==> config.mk <==
export PLATFORM = sky130hd
export DESIGN_NAME = burst_addr_gen
export DESIGN_NICKNAME = d
export VERILOG_FILES = /design/src/rtl/burst_addr_pkg.sv /design/src/rtl/burst_addr_decode.sv /design/src/rtl/burst_addr_count.sv /design/src/rtl/burst_addr_gen.sv
export SDC_FILE = /design/constraint.sdc
export NUM_CORES = 1
export LEC_CHECK = 0
export ABC_AREA = 1
export CORE_MARGIN = 2
export CORE_UTILIZATION = 50
export DETAILED_ROUTE_END_ITERATION = 12
export DONT_BUFFER_PORTS = 1
export SETUP_SLACK_MARGIN = 0.15
export SLEW_MARGIN = 20
export SYNTH_ARGS = -nofsm -noshare
export SYNTH_HDL_FRONTEND = slang
export SYNTH_HIERARCHICAL = 1
export SYNTH_SLANG_ARGS = --single-unit
==> constraint.sdc <==
create_clock -name clk -period 1.5 [get_ports clk]
set_input_delay 0.225 -clock clk [delete_from_list [all_inputs] [get_ports clk]]
set_output_delay 0.225 -clock clk [all_outputs]
set_load 0.02 [all_outputs]
==> src/rtl/burst_addr_pkg.sv <==
package burst_addr_pkg;

    // Operation chosen at one clock edge, in priority order
    typedef enum logic [1:0] {
        OP_CLEAR = 2'd0,
        OP_LOAD  = 2'd1,
        OP_STEP  = 2'd2,
        OP_KEEP  = 2'd3
    } addr_op_e;

    typedef struct packed {
        logic clear;
        logic load;
        logic step;
    } ctl_req_t;

    // Fixed priority: clear, then load, then step, then keep
    function automatic addr_op_e pick_op(input ctl_req_t req);
        if (req.clear)      return OP_CLEAR;
        else if (req.load)  return OP_LOAD;
        else if (req.step)  return OP_STEP;
        else                return OP_KEEP;
    endfunction

endpackage

==> src/rtl/burst_addr_decode.sv <==
module burst_addr_decode
    import burst_addr_pkg::*;
(
    input  logic     load_n,
    input  logic     step_n,
    input  logic     clear_n,
    output addr_op_e op
);

    ctl_req_t req;

    always_comb begin
        req.clear = ~clear_n;
        req.load  = ~load_n;
        req.step  = ~step_n;
        op        = pick_op(req);
    end

endmodule

==> src/rtl/burst_addr_count.sv <==
module burst_addr_count
    import burst_addr_pkg::*;
#(
    parameter int ADDR_W = 16
) (
    input  logic              clk,
    input  logic              rst,
    input  addr_op_e          op,
    input  logic [ADDR_W-1:0] ext_addr,
    output logic [ADDR_W-1:0] addr_q
);

    localparam logic [ADDR_W-1:0] ZERO = '0;
    localparam logic [ADDR_W-1:0] ONE  = ADDR_W'(1);

    logic [ADDR_W-1:0] addr_d;

    always_comb begin
        unique case (op)
            OP_CLEAR: addr_d = ZERO;
            OP_LOAD:  addr_d = ext_addr;
            OP_STEP:  addr_d = addr_q + ONE;   // wraps naturally at all-ones
            default:  addr_d = addr_q;
        endcase
    end

    always_ff @(posedge clk) begin
        if (rst) addr_q <= ZERO;
        else     addr_q <= addr_d;
    end

endmodule

==> src/rtl/burst_addr_gen.sv <==
module burst_addr_gen
    import burst_addr_pkg::*;
#(
    parameter int ADDR_W = 16
) (
    input  logic              clk,
    input  logic              rst,
    input  logic [ADDR_W-1:0] ext_addr,
    input  logic              load_n,
    input  logic              step_n,
    input  logic              clear_n,
    input  logic              sel0_n,
    input  logic              sel1,
    output logic [ADDR_W-1:0] cur_addr
);

    addr_op_e op;

    // Chip selects belong to the port but never gate the counter
    logic sel_unused;
    assign sel_unused = sel0_n ^ sel1;

    burst_addr_decode u_decode (
        .load_n  (load_n),
        .step_n  (step_n),
        .clear_n (clear_n),
        .op      (op)
    );

    burst_addr_count #(.ADDR_W(ADDR_W)) u_count (
        .clk      (clk),
        .rst      (rst),
        .op       (op),
        .ext_addr (ext_addr),
        .addr_q   (cur_addr)
    );

endmodule

# After elaboration in Yosys (flattened, before gate mapping)
# Index checks and enable logic that the tools add are counted.
# totals
regBits	16
output_inout_bits	16
elab_cells	10
# classes
eq_ne	2
n_reduce_logical	2
mux	4
add_sub_neg	1
# op_table
op	n
$pmux W16 S3	1
$add A16 B1 Y16 const B	1
$mux W2	2
$reduce_bool A3 Y1	1
$eq A2 B1 Y1 const B	1
$eq A2 B2 Y1 const B	1
$logic_not A2 Y1	1
$mux W1	1

# Longest topological paths before layout
# Gate-level depths: netlist of run 1.
# depth
ltp_word	5
mapped_depth	10
ltp_nobuf	10

# Hierarchy
# Netlist of run 1, hierarchy kept.
# modules_own_cells
module	area_each_um2	cells_per_inst	instances
burst_addr_count	1236.2	195	1
burst_addr_decode	23.8	5	1

# Least setup slack after synthesis of run 1
# Ideal clock, no wire load.
# synth_timing
path_type	flip-flop to flip-flop
from	register u_count.addr_q[1]
to	register u_count.addr_q[12]
required_time_ns	1.380
slack_ns	0.014
path_buffers	0
period_less_slack_ns	1.486
arrival_ns	1.365
setup_ns	0.120
path_stages_with_launch	11
cell_sequence	dfxtp_1 ha_1 nand2_2 nor2_4 nand2_2 nor2_1 nand2_1 nand3_1 nand2_1 nand2_1 a21oi_2
# synth_between
elab_chain_cells	2
# synth_rtl
item	line_no	source
from (decl)	burst_addr_count.sv:10	output logic [ADDR_W-1:0] addr_q
from (signal assigned)	burst_addr_count.sv:29	else addr_q <= addr_d;
$add A16 B1 Y16	burst_addr_count.sv:22	OP_STEP: addr_d = addr_q + ONE;
$pmux W16 S3	burst_addr_count.sv:19	unique case (op)
# No other way between the ends.
# A chain may end at the register's enable or synchronous reset.

# Final worst setup path of run 1
# layout_timing
from	register u_count.addr_q[1]
to	register u_count.addr_q[9]
# The elaborated chain is that of the path after synthesis.

==> metrics.log, run 1 <==
INFO  metric synth_enable_flop_cells = 0
INFO  metric first_iter_violations = 37
INFO  metric reg2reg_depth = 9
INFO  metric floorplan_core_area = 0.00243 mm2
INFO  metric critical_path_class = reg -> reg
INFO  metric final_antenna_net_count = 0
INFO  metric ys_ff_latch = 16
INFO  metric drcViolationCount = 0
INFO  metric track_usage = 0.242
INFO  metric mean_syn_cell_area = 6.30 um2
INFO  metric totalPowerFinal = 0.869 mW
INFO  metric timing.reg2reg.setup_slack = 0.14 ns
INFO  metric syn-cell-area = 0.00126 mm2
INFO  metric synth-simple-area-share = 0.427
INFO  metric max_reg_flops = 16
INFO  metric timing.critical_path.cells = buf_8, nand2_1, nor2_2, nand2_2, o21bai_1, nand3_1, nand2_1, nand2_1, a21oi_2
INFO  metric hold_depth = 1
INFO  metric dieWidth = 54.2 um
INFO  metric max_flop_register = u_count/addr_q
INFO  metric global_route_wire_length_before_repair = 5130 um
INFO  metric yosys_warnings = 6
INFO  metric via_count_of_the_first_global_routing_pass = 1168
INFO  metric grt_start_max_net_pins = 17
INFO  metric holdCritPathClass = in -> reg
INFO  metric finalHoldViolations = 15
INFO  metric power_per_cell_area = 560 mW/mm2
INFO  metric yosys.area.top_type_share = 0.254
INFO  metric path_clk_slew = 0.11 ns
INFO  metric drv_cap = 0
INFO  metric tightest_slew = 0.303 ns
INFO  metric finalCriticalPeriod = 1.36 ns
INFO  metric timing.critical_path.from_type = flip-flop
INFO  metric vias_per_cell = 5.34
INFO  metric globalRouteOverflowTotal = 0
INFO  metric area_growth_syn_to_layout = 23.2%
INFO  metric ys_seq_area_frac = 0.254
INFO  metric synthesis.nets = 227
INFO  metric antennaDiodeCount = 0
INFO  metric path_depth = 9
INFO  metric fmax = 0.736 GHz
INFO  metric share_seq_of_total_power = 0.514
INFO  metric cts_inserted_buffers = 3
INFO  metric top_level_ports = 39
INFO  metric critical-path-top-cell-by-count = sky130_fd_sc_hd__nand2_1
INFO  metric synth_cell_type_count = 27
INFO  metric synth.area.mux_share = 0
INFO  metric wl_per_cell = 13.4 um
INFO  metric totalNegativeSetupSlack = 0 ns
INFO  metric relSlewSlack = 0.798
INFO  metric power.ir.vdd_worst = 0.000500 V
INFO  metric cp_num_buf_inv = 1
INFO  metric initial_utilization = 0.518
INFO  metric grt_setup_unrepaired = yes
INFO  metric finalCritPeriodShare = 0.906
INFO  metric wl = 3390 um
INFO  metric detailed_place_hpwl = 2590 um
INFO  metric detailedRoute.firstPassIterationCount = 5
INFO  metric r2r-start = u_count/addr_q[1]
INFO  metric failed_checks = hold timing
INFO  metric synthFlopType = sky130_fd_sc_hd__dfxtp_1
INFO  metric floorplan.die_area = 0.00294 mm2
INFO  metric finalCoreUtilization = 0.638
INFO  metric timing.final.setup_violations = 0
INFO  metric rows = 18
INFO  metric timing.clock.skew = 0.0103 ns
INFO  metric clockBufferDepth = 2
INFO  metric synth_top_family_by_area = simple AND/OR/NAND/NOR gates
INFO  metric status = complete, but fails checks
INFO  metric hold_slack = -0.0261 ns
INFO  metric timing_max_transition_violations_final = 0
INFO  metric net_switching = 0.267 mW
INFO  metric yosys.area_share.xor_xnor = 0
INFO  metric power_frac_clock = 0.286
INFO  metric pwr-share-comb = 0.200
INFO  metric worst_ep_arrival_time = 1.59 ns
INFO  metric worstSetupEndpointType = flip-flop
INFO  metric clock_sinks = 16
INFO  metric critPathMaxFanout = 4
INFO  metric synth.area.top_cells = sky130_fd_sc_hd__dfxtp_1, sky130_fd_sc_hd__nand2_1, sky130_fd_sc_hd__nand3_1, sky130_fd_sc_hd__a21oi_1, sky130_fd_sc_hd__nor2_4
INFO  metric antenna_found_initial = 0
INFO  metric reg2reg_to = u_count/addr_q[9]
INFO  metric endpoint = u_count/addr_q[9]
INFO  metric intPower = 0.603 mW
INFO  metric io_buffers = 0
INFO  metric asyncSetResetFlopFracSynth = 0
INFO  metric fillerInstances = 228
INFO  metric num_vias = 1346
INFO  metric worst_setup_path_startpoint = u_count/addr_q[1]
INFO  metric synth-compound-area-share = 0.175
INFO  metric post_synth_inst_count = 200
INFO  metric biggestRegsByFlops = u_count/addr_q x16
INFO  metric critical-path-top-delay-family = simple AND/OR/NAND/NOR gates
INFO  metric clk_latency = 0.29 ns
INFO  metric cts_root_buf = sky130_fd_sc_hd__clkbuf_4
INFO  metric crit_path_max_incr_delay = 0.38 ns
INFO  metric static-leakage-power = 0.645 nW
INFO  metric synth-adder-area-share = 0.0397
INFO  metric cts_tree = yes
INFO  metric crit_path_top_delay_cell = sky130_fd_sc_hd__dfxtp_4
INFO  metric synth_largest_area_cell = sky130_fd_sc_hd__dfxtp_1
INFO  metric count_of_h_tree_levels_built_during_cts = 1
INFO  metric finalWeightedCongestion = 0.813
INFO  metric fin_nets = 250
INFO  metric die_h = 54.2 um
INFO  metric required = 1.73 ns
INFO  metric share_of_layout_cells_above_drive_strength_1 = 0.311
INFO  metric sw_frac_of_total = 0.307
-- layout by cell type (no fill, tap or decap), types with 4 or more instances in the layout --
cell                       Yosys  final
sky130_fd_sc_hd__a21oi_1      12     10
sky130_fd_sc_hd__a21oi_2       6      8
sky130_fd_sc_hd__buf_4         0     22
sky130_fd_sc_hd__dfxtp_1      16     11
sky130_fd_sc_hd__inv_1        14     14
sky130_fd_sc_hd__nand2_1      80     77
sky130_fd_sc_hd__nand2_2       6      7
sky130_fd_sc_hd__nand3_1      14     12
sky130_fd_sc_hd__nor2_1       12     11
sky130_fd_sc_hd__nor2_4        5      5
sky130_fd_sc_hd__o21ai_0       4      4
sky130_fd_sc_hd__o21bai_1      4      4
-- cells in the mapped netlist, types with 2 or more instances --
library cell,instances
sky130_fd_sc_hd__inv_2,2
sky130_fd_sc_hd__buf_2,2
sky130_fd_sc_hd__a21oi_1,12
sky130_fd_sc_hd__nor2_1,12
sky130_fd_sc_hd__o21ai_1,4
sky130_fd_sc_hd__o21bai_1,4
sky130_fd_sc_hd__inv_1,14
sky130_fd_sc_hd__dfxtp_1,16
sky130_fd_sc_hd__nor2_4,5
sky130_fd_sc_hd__nand2_2,6
sky130_fd_sc_hd__o21ai_0,4
sky130_fd_sc_hd__clkbuf_8,3
sky130_fd_sc_hd__ha_1,4
sky130_fd_sc_hd__nand3_1,14
sky130_fd_sc_hd__nand2_1,80
sky130_fd_sc_hd__a21oi_2,6
sky130_fd_sc_hd__a22o_1,2
-- layout make-up --
cell class,count,area [um2],share of cell area
repair buffers,26,223,0.143
clock inverters,1,3.75,0.00242
well taps,30,37.5,0.0242
clock buffers,3,22.5,0.0145
flip-flops and latches,16,332,0.214
multi-input cells,159,870,0.560
inverters,17,65.1,0.0419
-- cells by family (layout without fill, tap and decap cells) --
group,count (synthesis),after routing
buf+inv,25,47
compound gates,34,34
simple gates,121,121
flops,16,16
fa+ha+maj,4,4
-- worst reg2reg max path, delay by kind of cell (launching register included) --
kind / cells / cell delay, ns
AO/OA/AOI/OAI: 2 / 0.27
buffers and inverters: 1 / 0.13
flip-flops: 1 / 0.38
AND/OR/NAND/NOR: 6 / 0.51
-- power groups by stage --
stage	combinational, mW	sequential, mW	clock (mW)
after global placement	0.162	0.454	0
final	0.174	0.447	0.249
after global routing	0.191	0.449	0.281
after CTS	0.170	0.447	0.255
after floorplan	0.107	0.470	0
after detailed placement	0.166	0.455	0
-- per-stage QoR --
stage          worst slack (ns)  cell area [um2]  instances  hold WS (ns)
4_1_cts                   0.132             1520        252       -0.0347
2_1_floorplan             0.172             1270        200         0.451
5_1_grt                  0.0684             1550        252       -0.0448
6_report                  0.141             1550        252       -0.0261
3_5_place_dp             0.0965             1430        246         0.290
3_3_place_gp              0.138             1430        246         0.288
-- what timing repair did --
action / in CTS / in global routing
endpoints found under the setup margin: 7 / 11
gates resized for setup: 12 / 10
endpoints found under the hold margin: 16 / 16
buffers inserted: 2 / 0
pin swaps: 4 / 13
-- worst min path at each step --
stage          slack, ns                 end  from
6_report           -0.03   u_count/addr_q[5]   rst
5_1_grt            -0.04   u_count/addr_q[0]   rst
4_1_cts            -0.03   u_count/addr_q[1]   rst
3_5_place_dp        0.29   u_count/addr_q[1]   rst
3_3_place_gp        0.29   u_count/addr_q[0]   rst
2_1_floorplan       0.45  u_count/addr_q[15]   rst
-- routing by layer --
metal	up-vias	routed length, um	global-route usage
li1	678	-	-
met1	618	1540	0.314
met2	46	1590	0.408
met3	4	231	0.0389
met4	0	23	0.0708
met5	-	0	0
No activity file was read; power rests on OpenSTA's default activity.
==> run 2, diff against run 1 <==
--- a/config.mk
+++ b/config.mk
@@ -8,8 +8,11 @@
 export ABC_AREA = 1
 export CORE_MARGIN = 2
 export CORE_UTILIZATION = 50
+export CTS_BUF_LIST = sky130_fd_sc_hd__clkbuf_8
 export DETAILED_ROUTE_END_ITERATION = 12
 export DONT_BUFFER_PORTS = 1
+export PLACE_DENSITY = 0.68
+export RECOVER_POWER = 25
 export SETUP_SLACK_MARGIN = 0.15
 export SLEW_MARGIN = 20
 export SYNTH_ARGS = -nofsm -noshare
==> run 2 against run 1 <==
  * The run now ends clean
  * Critical path type unchanged
  * Sequential power about the same
  * Global-route usage fell by 0.55 points
  * Critical endpoint is now u_count/addr_q[12]
  * Fmax fell by 2.6%
==> metrics.log, run 2 (synthesis results as in run 1) <==
INFO  metric placed_cell_area = 0.00142 mm2 (-0.53%)
INFO  metric routed.top_layer = met4
INFO  metric power.ir.vdd_worst = 0.000494 V (-1.3%)
INFO  metric finalCritPeriodShare = 0.931 (+0.0242)
INFO  metric wl = 3300 um (-2.6%)
INFO  metric most-common-layout-cells = sky130_fd_sc_hd__nand2_1, sky130_fd_sc_hd__buf_4, sky130_fd_sc_hd__nand3_1, sky130_fd_sc_hd__inv_1, sky130_fd_sc_hd__a21oi_1
INFO  metric detailed_place_hpwl = 2460 um (-4.9%)
INFO  metric relSlewSlack = 0.760 (-0.0377)
INFO  metric critPathMaxFanout = 5 (+1)
INFO  metric initial_utilization = 0.518 (unchanged)
INFO  metric timing.final.setup_violations = 0 (unchanged)
INFO  metric timing.critical_path.from_type = flip-flop
INFO  metric cts_root_buf = sky130_fd_sc_hd__clkbuf_8
INFO  metric path_clk_slew = 0.07 ns (-0.04 ns)
INFO  metric final_design_area_no_fill = 0.00153 mm2 (-1.2%)
INFO  metric cp_num_buf_inv = 0 (-1)
INFO  metric crit_path_max_incr_delay = 0.37 ns (about the same)
INFO  metric biggestRegsByFlops = u_count/addr_q x16
INFO  metric holdCritPathClass = in -> reg
INFO  metric tightest_slew = 0.359 ns (+0.0565 ns)
INFO  metric max_reg_flops = 16 (unchanged)
INFO  metric rows = 18 (unchanged)
INFO  metric finalHoldViolations = 0 (-15)
INFO  metric antennaDiodeCount = 0 (unchanged)
INFO  metric cts_inserted_buffers = 3 (unchanged)
INFO  metric met1_length = 1450 um (-6.0%)
INFO  metric finalCriticalPeriod = 1.40 ns (+0.0363 ns)
INFO  metric clock_sinks = 16 (unchanged)
INFO  metric required = 1.65 ns (-0.08 ns)
INFO  metric track_usage = 0.236 (-0.00546)
INFO  metric static-leakage-power = 0.633 nW (-1.9%)
INFO  metric top_level_ports = 39 (unchanged)
INFO  metric grt_setup_unrepaired = yes
INFO  metric fmax = 0.716 GHz (-2.6%)
INFO  metric clk_latency = 0.26 ns (-0.03 ns)
INFO  metric grt_start_max_net_pins = 17 (unchanged)
INFO  metric cts_tree = yes
INFO  metric totalNegativeSetupSlack = 0 ns (unchanged)
INFO  metric critical-path-top-delay-family = simple AND/OR/NAND/NOR gates
INFO  metric met2_wirelength = 1530 um (-3.8%)
INFO  metric floorplan.die_area = 0.00294 mm2 (unchanged)
INFO  metric global_route_wire_length_before_repair = 4980 um (-3.0%)
INFO  metric vias_per_cell = 5.42 (+1.4%)
INFO  metric crit_path_top_delay_cell = sky130_fd_sc_hd__dfxtp_4
INFO  metric num_vias = 1360 (+1.0%)
INFO  metric timing_max_transition_violations_final = 0 (unchanged)
INFO  metric final_antenna_net_count = 0 (unchanged)
INFO  metric share_of_layout_cells_above_drive_strength_1 = 0.281 (-0.0303)
INFO  metric finalCoreUtilization = 0.631 (-0.00772)
INFO  metric layout_commonest_cell = sky130_fd_sc_hd__nand2_1
INFO  metric worstSetupEndpointType = flip-flop
INFO  metric power_per_cell_area = 662 mW/mm2 (+18%)
INFO  metric first_iter_violations = 44 (+19%)
INFO  metric max_flop_register = u_count/addr_q
INFO  metric floorplan_core_area = 0.00243 mm2 (unchanged)
INFO  metric routed-wl-met3 = 236 um (+2.2%)
INFO  metric post_cts_hold_buffer_count = 0
INFO  metric detailedRoute.firstPassIterationCount = 4 (-1)
INFO  metric critical_path_class = reg -> reg
INFO  metric clockBufferDepth = 2 (unchanged)
INFO  metric count_of_h_tree_levels_built_during_cts = 1 (unchanged)
INFO  metric timing.reg2reg.setup_slack = 0.10 ns (-0.04 ns)
INFO  metric drv_cap = 0 (unchanged)
INFO  metric via_count_of_the_first_global_routing_pass = 1222 (+4.6%)
INFO  metric globalRouteOverflowTotal = 0 (unchanged)
INFO  metric area_growth_syn_to_layout = 21.7%
INFO  metric fin_nets = 249 (-0.40%)
INFO  metric status = completed
INFO  metric wl_per_cell = 13.1 um (-2.2%)
INFO  metric io_buffers = 0 (unchanged)
INFO  metric worst_ep_arrival_time = 1.55 ns (-0.04 ns)
INFO  metric drcViolationCount = 0 (unchanged)
INFO  metric timing.critical_path.cells = ha_4, nand2_4, nor2_4, nand2_4, nor2_1, nand2_1, nand3_1, nand2_1, nand2_1, a21oi_2
INFO  metric critical-path-top-cell-by-count = sky130_fd_sc_hd__nand2_1
INFO  metric timing.clock.skew = 0.00340 ns (-0.00691 ns)
INFO  metric die_h = 54.2 um (unchanged)
INFO  metric finalWeightedCongestion = 0.856 (+5.4%)
INFO  metric antenna_found_initial = 0 (unchanged)
INFO  metric dieWidth = 54.2 um (unchanged)
[run 2: changes by cell type in the layout (fill, tap and decap cells not counted), sizes merged]
cell	delta
buf	-5
inv	+1
clkinv	-2
clkbuf	+5
[run 2: per-stage QoR]
step                      hold WS (ns)  worst slack (ns)  cells  power, mW
after floorplan                  0.451             0.172    200      0.577
after global placement           0.288             0.160    245      0.613
after detailed placement         0.291             0.126    245      0.619
after CTS                       0.0113             0.134    249       1.02
after global routing           0.00933            0.0295    251       1.06
final                           0.0168             0.104    251       1.02
[run 2: cell type report]
type                    instances  area (um2)
inverters                      17        66.3
clock buffers                   4        55.1
fillers                       241         898
multi-input cells             159         851
repair buffers                 25         193
flip-flops and latches         16         332
well taps                      30        37.5
[run 2: power by group]
group | switching (mW) | total, mW | leakage (nW) | internal [mW]
logic | 0.0987 | 0.167 | 0.472 | 0.0680
registers | 0.0139 | 0.448 | 0.133 | 0.434
clock network | 0.168 | 0.402 | 0.0288 | 0.234
[run 2: worst paths after layout]
path,startpoint,endpoint,cells past startpoint
setup / recovery,u_count/addr_q[0],u_count/addr_q[12],10
hold / removal,rst,u_count/addr_q[4],1
setup reg to reg,u_count/addr_q[0],u_count/addr_q[12],10
hold reg to reg,u_count/addr_q[4],u_count/addr_q[4],2
[run 2: worst reg2reg max path, stage by stage, from the launching register on]
cell                      delay (ns)
sky130_fd_sc_hd__dfxtp_4        0.37
sky130_fd_sc_hd__ha_4           0.15
sky130_fd_sc_hd__nand2_4        0.06
sky130_fd_sc_hd__nor2_4         0.18
sky130_fd_sc_hd__nand2_4        0.09
sky130_fd_sc_hd__nor2_1         0.10
sky130_fd_sc_hd__nand2_1        0.06
sky130_fd_sc_hd__nand3_1        0.09
sky130_fd_sc_hd__nand2_1        0.06
sky130_fd_sc_hd__nand2_1        0.07
sky130_fd_sc_hd__a21oi_2        0.05
[run 2: routing by layer]
layer,up-vias,global-route usage
met5,-,0
met4,0,0.142
met3,9,0.0500
met2,51,0.390
met1,622,0.278
li1,678,-
[run 2: what timing repair did]
item                                    in CTS  in global routing
endpoints found under the setup margin       6                 11
gates resized for setup                      6                 14
setup buffers                                0                  2
pin swaps                                    1                 10
